$ cat config.mk
export PLATFORM = sky130hd
export DESIGN_NAME = vfrs_station
export DESIGN_NICKNAME = d
export VERILOG_FILES = /design/src/rtl/vfrs_pkg.sv /design/src/rtl/vfrs_slot_pick.sv /design/src/rtl/vfrs_age_order.sv /design/src/rtl/vfrs_station.sv
export SDC_FILE = /design/constraint.sdc
export NUM_CORES = 2
export LEC_CHECK = 0
export BUFFER_PORTS_ARGS = -buffer_cell sky130_fd_sc_hd__buf_2
export CAP_MARGIN = 0
export CORE_ASPECT_RATIO = 1.4
export CORE_MARGIN = 2
export CORE_UTILIZATION = 40
export DETAILED_ROUTE_END_ITERATION = 10
export HOLD_SLACK_MARGIN = 0.15
export SKIP_LAST_GASP = 1
export SLEW_MARGIN = 10
export SYNTH_ARGS = -nofsm -noshare
export SYNTH_HDL_FRONTEND = slang
export SYNTH_SLANG_ARGS = --single-unit
$ cat constraint.sdc
create_clock -name clk -period 20.1 [get_ports clk]
set_clock_uncertainty 0.15 [all_clocks]
set_input_delay 6.03 -clock clk [delete_from_list [all_inputs] [get_ports clk]]
set_output_delay 6.03 -clock clk [all_outputs]
set_load 0.02 [all_outputs]
$ cat src/rtl/vfrs_pkg.sv
package vfrs_pkg;

    localparam int TAG_W = 7;
    localparam int OP_W  = 8;
    localparam int NSRC  = 2;

    typedef logic [TAG_W-1:0] ptag_t;

    // One queue slot: tags and flags only, no operand values
    typedef struct packed {
        logic                 live;
        logic [OP_W-1:0]      op;
        ptag_t                dst;
        ptag_t [NSRC-1:0]     src;
        logic  [NSRC-1:0]     uses;
        logic  [NSRC-1:0]     rdy;
    } slot_t;

endpackage

$ cat src/rtl/vfrs_slot_pick.sv
module vfrs_slot_pick #(
    parameter  int N  = 16,
    localparam int IW = $clog2(N)
) (
    input  logic [N-1:0]  busy,
    output logic          found,
    output logic [IW-1:0] idx
);

    // Lowest-numbered vacant slot
    always_comb begin
        found = 1'b0;
        idx   = '0;
        for (int i = N - 1; i >= 0; i--) begin
            if (!busy[i]) begin
                found = 1'b1;
                idx   = IW'(i);
            end
        end
    end

endmodule

$ cat src/rtl/vfrs_age_order.sv
module vfrs_age_order #(
    parameter  int N  = 16,
    localparam int IW = $clog2(N)
) (
    input  logic          clk,
    input  logic          rst_n,
    input  logic          alloc_en,
    input  logic [IW-1:0] alloc_idx,
    input  logic [N-1:0]  req,
    output logic [N-1:0]  grant,
    output logic          grant_vld,
    output logic [IW-1:0] grant_idx
);

    // older[i][j] = 1 : slot i was written before slot j
    typedef struct packed {
        logic [N-1:0][N-1:0] older;
    } age_t;

    age_t         st_d, st_q;
    logic [N-1:0] blocked;

    always_comb begin
        st_d = st_q;
        if (alloc_en) begin
            for (int j = 0; j < N; j++) begin
                st_d.older[alloc_idx][j] = 1'b0;
                st_d.older[j][alloc_idx] = (j != int'(alloc_idx));
            end
        end

        grant     = '0;
        grant_idx = '0;
        for (int i = 0; i < N; i++) begin
            blocked[i] = 1'b0;
            for (int j = 0; j < N; j++) begin
                blocked[i] = blocked[i] | (req[j] & st_q.older[j][i]);
            end
            grant[i] = req[i] & ~blocked[i];
        end
        for (int i = 0; i < N; i++) begin
            if (grant[i]) grant_idx = IW'(i);
        end
        grant_vld = |grant;
    end

    always_ff @(posedge clk) begin
        if (!rst_n) st_q <= '0;
        else        st_q <= st_d;
    end

    // never more than one winner
    a_r5_single_grant: assert property (@(posedge clk) disable iff (!rst_n)
        $onehot0(grant));

    // a request that exists always yields a winner
    a_r5_grant_when_req: assert property (@(posedge clk) disable iff (!rst_n)
        (|req) |-> grant_vld);

endmodule

$ cat src/rtl/vfrs_station.sv
module vfrs_station
    import vfrs_pkg::*;
#(
    parameter  int DEPTH    = 16,
    parameter  int RD_PORTS = 2,
    localparam int IW       = $clog2(DEPTH),
    localparam int CNT_W    = $clog2(RD_PORTS + 1)
) (
    input  logic              clk,
    input  logic              rst_n,
    input  logic              disp_valid,
    output logic              disp_ready,
    input  logic [OP_W-1:0]   disp_op,
    input  logic [TAG_W-1:0]  disp_dst,
    input  logic [TAG_W-1:0]  disp_src0_tag,
    input  logic              disp_src0_use,
    input  logic              disp_src0_rdy,
    input  logic [TAG_W-1:0]  disp_src1_tag,
    input  logic              disp_src1_use,
    input  logic              disp_src1_rdy,
    input  logic              wb_valid,
    input  logic [TAG_W-1:0]  wb_tag,
    input  logic [CNT_W-1:0]  rd_ports_free,
    output logic              iss_valid,
    output logic [OP_W-1:0]   iss_op,
    output logic [TAG_W-1:0]  iss_dst,
    output logic [TAG_W-1:0]  iss_src0_tag,
    output logic              iss_src0_use,
    output logic [TAG_W-1:0]  iss_src1_tag,
    output logic              iss_src1_use
);

    typedef struct packed {
        slot_t [DEPTH-1:0] slot;
    } rs_state_t;

    rs_state_t          st_d, st_q;
    logic [DEPTH-1:0]   live_vec;
    logic [DEPTH-1:0]   elig;
    logic [DEPTH-1:0]   grant;
    logic               grant_vld;
    logic [IW-1:0]      grant_idx;
    logic               have_free;
    logic [IW-1:0]      alloc_idx;
    logic               do_alloc;
    slot_t              new_slot;
    slot_t              sel;
    ptag_t [NSRC-1:0]   in_src;
    logic  [NSRC-1:0]   in_use;
    logic  [NSRC-1:0]   in_rdy;

    assign in_src = {disp_src1_tag, disp_src0_tag};
    assign in_use = {disp_src1_use, disp_src0_use};
    assign in_rdy = {disp_src1_rdy, disp_src0_rdy};

    // Eligibility: all used sources ready and port demand fits
    always_comb begin
        for (int i = 0; i < DEPTH; i++) begin
            int  need;
            logic srcs_ok;
            need    = 0;
            srcs_ok = 1'b1;
            for (int s = 0; s < NSRC; s++) begin
                need    = need + int'(st_q.slot[i].uses[s]);
                srcs_ok = srcs_ok & (st_q.slot[i].rdy[s] | ~st_q.slot[i].uses[s]);
            end
            live_vec[i] = st_q.slot[i].live;
            elig[i]     = st_q.slot[i].live & srcs_ok & (need <= int'(rd_ports_free));
        end
    end

    vfrs_slot_pick #(.N(DEPTH)) u_pick (
        .busy  (live_vec),
        .found (have_free),
        .idx   (alloc_idx)
    );

    vfrs_age_order #(.N(DEPTH)) u_age (
        .clk       (clk),
        .rst_n     (rst_n),
        .alloc_en  (do_alloc),
        .alloc_idx (alloc_idx),
        .req       (elig),
        .grant     (grant),
        .grant_vld (grant_vld),
        .grant_idx (grant_idx)
    );

    assign disp_ready = have_free;

    // Next-state: wakeup, release, write
    always_comb begin
        st_d     = st_q;
        do_alloc = disp_valid & have_free;

        new_slot      = '0;
        new_slot.live = 1'b1;
        new_slot.op   = disp_op;
        new_slot.dst  = disp_dst;
        for (int s = 0; s < NSRC; s++) begin
            new_slot.src[s]  = in_src[s];
            new_slot.uses[s] = in_use[s];
            new_slot.rdy[s]  = in_rdy[s] | (wb_valid && (in_src[s] == wb_tag));
        end

        for (int i = 0; i < DEPTH; i++) begin
            for (int s = 0; s < NSRC; s++) begin
                if (wb_valid && (st_q.slot[i].src[s] == wb_tag)) begin
                    st_d.slot[i].rdy[s] = 1'b1;
                end
            end
            if (grant[i]) st_d.slot[i].live = 1'b0;
        end

        if (do_alloc) st_d.slot[alloc_idx] = new_slot;
    end

    always_ff @(posedge clk) begin
        if (!rst_n) st_q <= '0;
        else        st_q <= st_d;
    end

    // Issue output: physical register numbers go to the register file
    always_comb begin
        sel          = st_q.slot[grant_idx];
        iss_valid    = grant_vld;
        iss_op       = sel.op;
        iss_dst      = sel.dst;
        iss_src0_tag = sel.src[0];
        iss_src0_use = sel.uses[0];
        iss_src1_tag = sel.src[1];
        iss_src1_use = sel.uses[1];
    end

    // accepted dispatch occupies the chosen slot
    a_r2_slot_taken: assert property (@(posedge clk) disable iff (!rst_n)
        (disp_valid && disp_ready) |=> live_vec[$past(alloc_idx)]);

    // issued read demand never exceeds free ports
    a_r6_port_budget: assert property (@(posedge clk) disable iff (!rst_n)
        iss_valid |-> ((int'(iss_src0_use) + int'(iss_src1_use)) <= int'(rd_ports_free)));

    // selected slot is vacant at the next cycle
    a_r9_released: assert property (@(posedge clk) disable iff (!rst_n)
        iss_valid |=> ((live_vec & $past(grant)) == '0));

    // refused dispatch adds no occupancy
    a_r8_full_hold: assert property (@(posedge clk) disable iff (!rst_n)
        (disp_valid && !disp_ready) |=>
            (($countones(live_vec) + int'($past(iss_valid))) == $past($countones(live_vec))));

    // matching broadcast sets the pending source ready
    for (genvar gi = 0; gi < DEPTH; gi++) begin : g_wake_chk
        for (genvar gs = 0; gs < NSRC; gs++) begin : g_src
            a_r3_wake_sets_ready: assert property (@(posedge clk) disable iff (!rst_n)
                (wb_valid && st_q.slot[gi].live && st_q.slot[gi].uses[gs] &&
                 (st_q.slot[gi].src[gs] == wb_tag) && !grant[gi])
                |=> st_q.slot[gi].rdy[gs]);
        end
    end

endmodule

## Yosys cells after proc, flatten, opt, wreduce, memory -nomap -nowiden

Cells that the tools add are included.
W data, S select, Z words.

| operators by class | value |
|---|---|
| mux-type cells | 151 |
| reductions and logical operators | 37 |
| order comparisons | 19 |
| bitwise operators | 675 |
| add/subtract/negate cells | 16 |
| equal/unequal tests | 49 |

Operators by type and width:

| operator | count |
|---|---|
| $and A256 B256 Y256 | 16 |
| $not A256 Y256 | 16 |
| $demux W16 S4 | 16 |
| $bwmux W544 | 1 |
| $mux W544 | 1 |
| $and A1 B1 Y1 | 321 |
| $or A1 B1 Y1 | 274 |
| $bwmux W16 | 16 |
| $eq A7 B7 Y1 | 34 |
| $bmux W34 S4 | 1 |
| $demux W34 S4 | 1 |
| $mux W4 | 25 |
| $mux W1 | 67 |
| $not A1 Y1 | 48 |
| $logic_and A1 B1 Y1 | 35 |
| $mux W34 | 1 |
| $mux W33 | 1 |
| $add A1 B1 Y2 | 16 |
| $le A2 B2 Y1 | 16 |
| $ne A4 B4 Y1 const A | 8 |
| $mux W16 | 1 |
| $ne A3 B4 Y1 const A | 4 |
| $reduce_or A16 Y1 | 1 |
| $mux W15 | 1 |
| 18 further kinds | 26 |

| word-level totals | value |
|---|---|
| register bits after elaboration | 800 |
| bits of input ports | 46 |
| word-level logic and storage cells | 1075 |
| output and inout bits | 33 |

## Logic depth before layout (Yosys ltp)

| depth | value |
|---|---|
| depth after elaboration | 53 |
| mapped depth | 18 |
| mapped depth without buffers | 15 |

## Hierarchy

From an unflattened synthesis, not the netlist that was laid out.

| unflattened totals | value |
|---|---|
| cells, all modules | 4211 |
| area total of the unflattened synthesis | 36401.2 µm² |

Modules (own cells, without submodules):

| module | instances | area each (µm²) | cells an instance | seq. area each (µm²) |
|---|---|---|---|---|
| vfrs_station | 1 | 26734.4 | 3224 | 10890.4 |
| vfrs_age_order | 1 | 9500.4 | 953 | 5124.9 |
| vfrs_slot_pick | 1 | 166.4 | 34 | 0.0 |

## Least setup slack after synthesis

No wires, ideal clock.

| path | value |
|---|---|
| path type | input-to-output |
| from | input port rd_ports_free[1] |
| to | output port iss_src0_tag[3] |
| path buffers | 1 |
| data arrival time | 9.608 ns |
| data required time | 13.920 ns |
| setup slack | 4.312 ns |
| cell stages on the path | 15 |
| path through | inv_1 -> ha_1 -> and2b_1 -> a2bb2oi_2 -> or4b_1 -> a2111oi_2 -> nand4_2 -> nand3b_1 -> and3_1 -> o21ai_2 -> a211oi_2 -> buf_2 -> a221o_1 -> o2bb2ai_1 -> o211ai_1 |

| on the way | value |
|---|---|
| word-level cells in the longest chain between the ends | 37 |
| elaborated cells on any way between the ends | 544 |
| classes of those cells | order compare: 16; mux: 17; bitwise: 511 |

RTL lines:

| what | line | text |
|---|---|---|
| start, declared | vfrs_station.sv:23 | `input logic [CNT_W-1:0] rd_ports_free,` |
| $le A2 B2 Y1 | vfrs_station.sv:68 | `elig[i] = st_q.slot[i].live & srcs_ok & (need <= int'(rd_ports_free));` |
| $and A1 B1 Y1 | vfrs_station.sv:68 |  |
| $and A1 B1 Y1 | vfrs_age_order.sv:37 | `blocked[i] = blocked[i] \| (req[j] & st_q.older[j][i]);` |
| $or A1 B1 Y1 (15 in series) | vfrs_age_order.sv:37 |  |
| $not A1 Y1 | vfrs_age_order.sv:39 | `grant[i] = req[i] & ~blocked[i];` |
| $and A1 B1 Y1 | vfrs_age_order.sv:39 |  |
| $mux W1 | vfrs_age_order.sv:42 | `if (grant[i]) grant_idx = IW'(i);` |
| $mux W2 (2 in series) | vfrs_age_order.sv:42 |  |
| $mux W3 (4 in series) | vfrs_age_order.sv:42 |  |
| $mux W4 (7 in series) | vfrs_age_order.sv:42 |  |
| $mux W4 * | vfrs_age_order.sv:42 |  |
| $bmux W34 S4 * | vfrs_station.sv:125 | `sel = st_q.slot[grant_idx];` |
| $mux W33 (implied by the code) * | vfrs_station.sv:125 |  |
| end, declared | vfrs_station.sv:27 | `output logic [TAG_W-1:0] iss_src0_tag,` |

Every way passes the cells marked *; elsewhere a longest branch is shown, timed or not. The select of a mux whose other input is x is not followed.

## Worst setup path after layout

| path | value |
|---|---|
| from | input port rd_ports_free[1] |
| to | output port iss_src0_tag[2] |

The elaborated chain is that of the path after synthesis.

==> results.md <==
* Busiest grt layer: met2
* Root Buffer: clkbuf_16
* Largest net degree at the start of global routing at 198
* Die Area at 0.09962 mm2
* CTS Buffer Depth at 3
* Outcome: finished clean
* Worst-path fanout max at 39
* Routability Congestion at 0.9600
* Synth area leader: dfxtp_1
* Yosys reg bits at 800
* Cell internal pwr at 2.640 mW
* Crit-path cells: buf_2 -> inv_1 -> buf_4 -> ha_1 -> nor2b_1 -> a2bb2oi_2 -> nor3_2 -> a2111oi_2 -> nand4_1 -> nor2_1 -> o311ai_2 -> a31o_2 -> buf_4 -> nand2_2 -> o221ai_1 -> nand4b_1 -> a31o_1 -> buf_2
* Area growth from synthesis to layout at 10.77%
* Sequential-to-total area share from yosys stat at 0.4124
* Hold Crit Class: reg2reg
* Logic pwr share at 0.069
* Slew Viols, Final at 0
* Die width at 267.3 um
* Final Cycle Share at 0.9284
* Worst path slowest cell: nor3_2
* Syn Std Cell Area at 0.03883 mm2
* Peak supply drop at 0.07116 mV
* Net switching power at 0.8946 mW
* Initial antenna violation count at 6
* Final HPWL from detailed placement at 106.3 mm
* Port buffer count at 78
* Drt drc at 0
* Placed Instance Area at 0.04008 mm2
* Routed len/inst at 27.24 um
* Yosys Warn Count at 0
* First-pass GRT wire length at 236.7 mm
* Via density at 5.957
* Synth top area share at 0.4124
* Fraction of final layout cells sized beyond drive strength 1 at 0.08422
* Clock-pin slew on the worst setup and hold paths at 60 ps
* CP peak stage delay at 1050 ps
* Synth area leaders: dfxtp_1 (41%), nand2_1 (11%), a21boi_0 (9.9%)
* Crit Path Category: in2out
* Most frequent cells after synthesis: nand2_1 (1,182), dfxtp_1 (800), a21boi_0 (513)
* Main synth FF type: dfxtp_1
* Placeable Area at 0.09645 mm2
* TritonCTS clock tree: done
* Post-CTS Setup Repair Bufs at 0
* Grt total ovfl at 0
* Max-Cap Viols at 0
* Relative slew slack at 0.04616
* Sw Ratio at 0.2531
* Layout Nets at 4,728
* Initial DRT Pass Iterations at 7
* Post-route setup TNS at 0 ps
* Vias in the first global route at 34.71k
* Met2 GRT Util at 0.5198
* Flop pwr share at 0.456
* Die height at 372.7 um
* H-tree Lvls at 3
* Site Rows at 135
* RSZ-0062 raised after global routing: no
* Final Hold Viols at 0
* Initial Utilization at 0.4026
* Lkg Pwr at 14.37 nW
* CP arrival at 12,480 ps
* Antenna Nets Post-Route at 0
* CP Launch Type: primary input
* CP endpoint kind: primary output
* Fmax at 53.59 MHz
* Post-synth EDFFs at 0
* Slew @ Worst Pin at 1425 ps
* Tmin final at 18,660 ps
* Final setup fails at 0
* Post-CTS sizing at 0
* Net Count, Synth at 4,902
* Clock power frac at 0.475
* Post-route cell area at 0.04301 mm2
* Syn avg cell area at 8.077 um2
* Routed WL at 163.6 mm
* Worst-Skew Late Latency at 710 ps
* Number of DRC markers in iteration 0 at 3,773
* Vias at 35.78k
* Hold buffers post-CTS at 0
* GRT Overall Usage at 0.3212
* Met1 Use GR at 0.3675
* Sink Count at 800
* CTS buffer count at 85
* Boundary pin count at 79
* M3 GR Usage at 0.05311
* Post-synthesis cell type count at 92
* Async SR Flop Fraction at 0
* Most frequent cell after synthesis: nand2_1
* CP required at 13,920 ps
* Power per cell area at 82.18 mW/mm2
* Syn Inst Count at 4,808
## power by group through the flow
stage | Sequential (mW) | Combinational [mW] | Clock, mW
after global placement | 1.65 | 0.238 | 0
after global routing | 1.61 | 0.256 | 1.75
after detailed placement | 1.65 | 0.238 | 0
final | 1.61 | 0.245 | 1.68
after CTS | 1.61 | 0.239 | 1.69
after floorplan | 1.64 | 0.155 | 0
## cells in the final DEF, fill, tap and decap left out, drive strengths merged, types with 84 or more instances in the layout
cell type and n:
nand2 1184, dfxtp 800, a21boi 517, nor2 339, o21ai 184, buf 162, xnor2 154, nor2b 130
a21oi 127, clkbuf 121, xor2 84
## worst max-delay path, delay by kind of cell
| family | cells | cell delay, ps |
|---|---|---|
| buf+inv | 5 | 1340 |
| fa+ha+maj | 1 | 260 |
| simple gates | 6 | 2890 |
| compound gates | 6 | 1900 |
## stage by stage
step | total power [mW] | utilization | cells | hold slack (ps) | setup slack [ps]
6_report | 3.535 | 0.4460 | 6006 | 291.9 | 1438
3_5_place_dp | 1.884 | 0.4156 | 5848 | 282.9 | 1600
2_1_floorplan | 1.797 | - | 4808 | 265.3 | 4312
5_1_grt | 3.620 | 0.4459 | 6005 | 306.5 | 1342
3_3_place_gp | 1.883 | 0.4156 | 5848 | 279.0 | 1464
4_1_cts | 3.544 | 0.4459 | 6003 | 293.5 | 1595
## cell type report
cell class	count	area, um2
fillers	9541	53440
repair buffers	162	1044
clock inverters	34	488.0
multi-input cells	3538	21220
well taps	1301	1628
flip-flops and latches	800	16020
clock buffers	121	2434
diodes	3	7.507
inverters	47	176.4
## cells by family after synthesis
logic type               share of synthesized area
buffers and inverters                      0.04804
adder cells (fa/ha/maj)                    0.01547
XOR/XNOR                                   0.05368
multiplexers                              0.006444
flip-flops                                  0.4124
AND/OR/NAND/NOR                             0.2289
AO/OA/AOI/OAI                               0.2350
## path summary, 6_finish.rpt
check        slack, ps  depth (start not counted)             start              end
max               1440                         18  rd_ports_free[1]  iss_src0_tag[2]
min                290                          2   u_age.st_q[204]  u_age.st_q[204]
max reg2reg      15970                         10              flop     live_vec[15]
min reg2reg        290                          2   u_age.st_q[204]  u_age.st_q[204]
## layer usage
layer	share of wire	vias to the layer above
li1	-	16160
met1	0.37	17150
met2	0.46	1845
met3	0.073	615
met4	0.091	2
met5	0.00012	-
(Power assumes the default switching activity.)
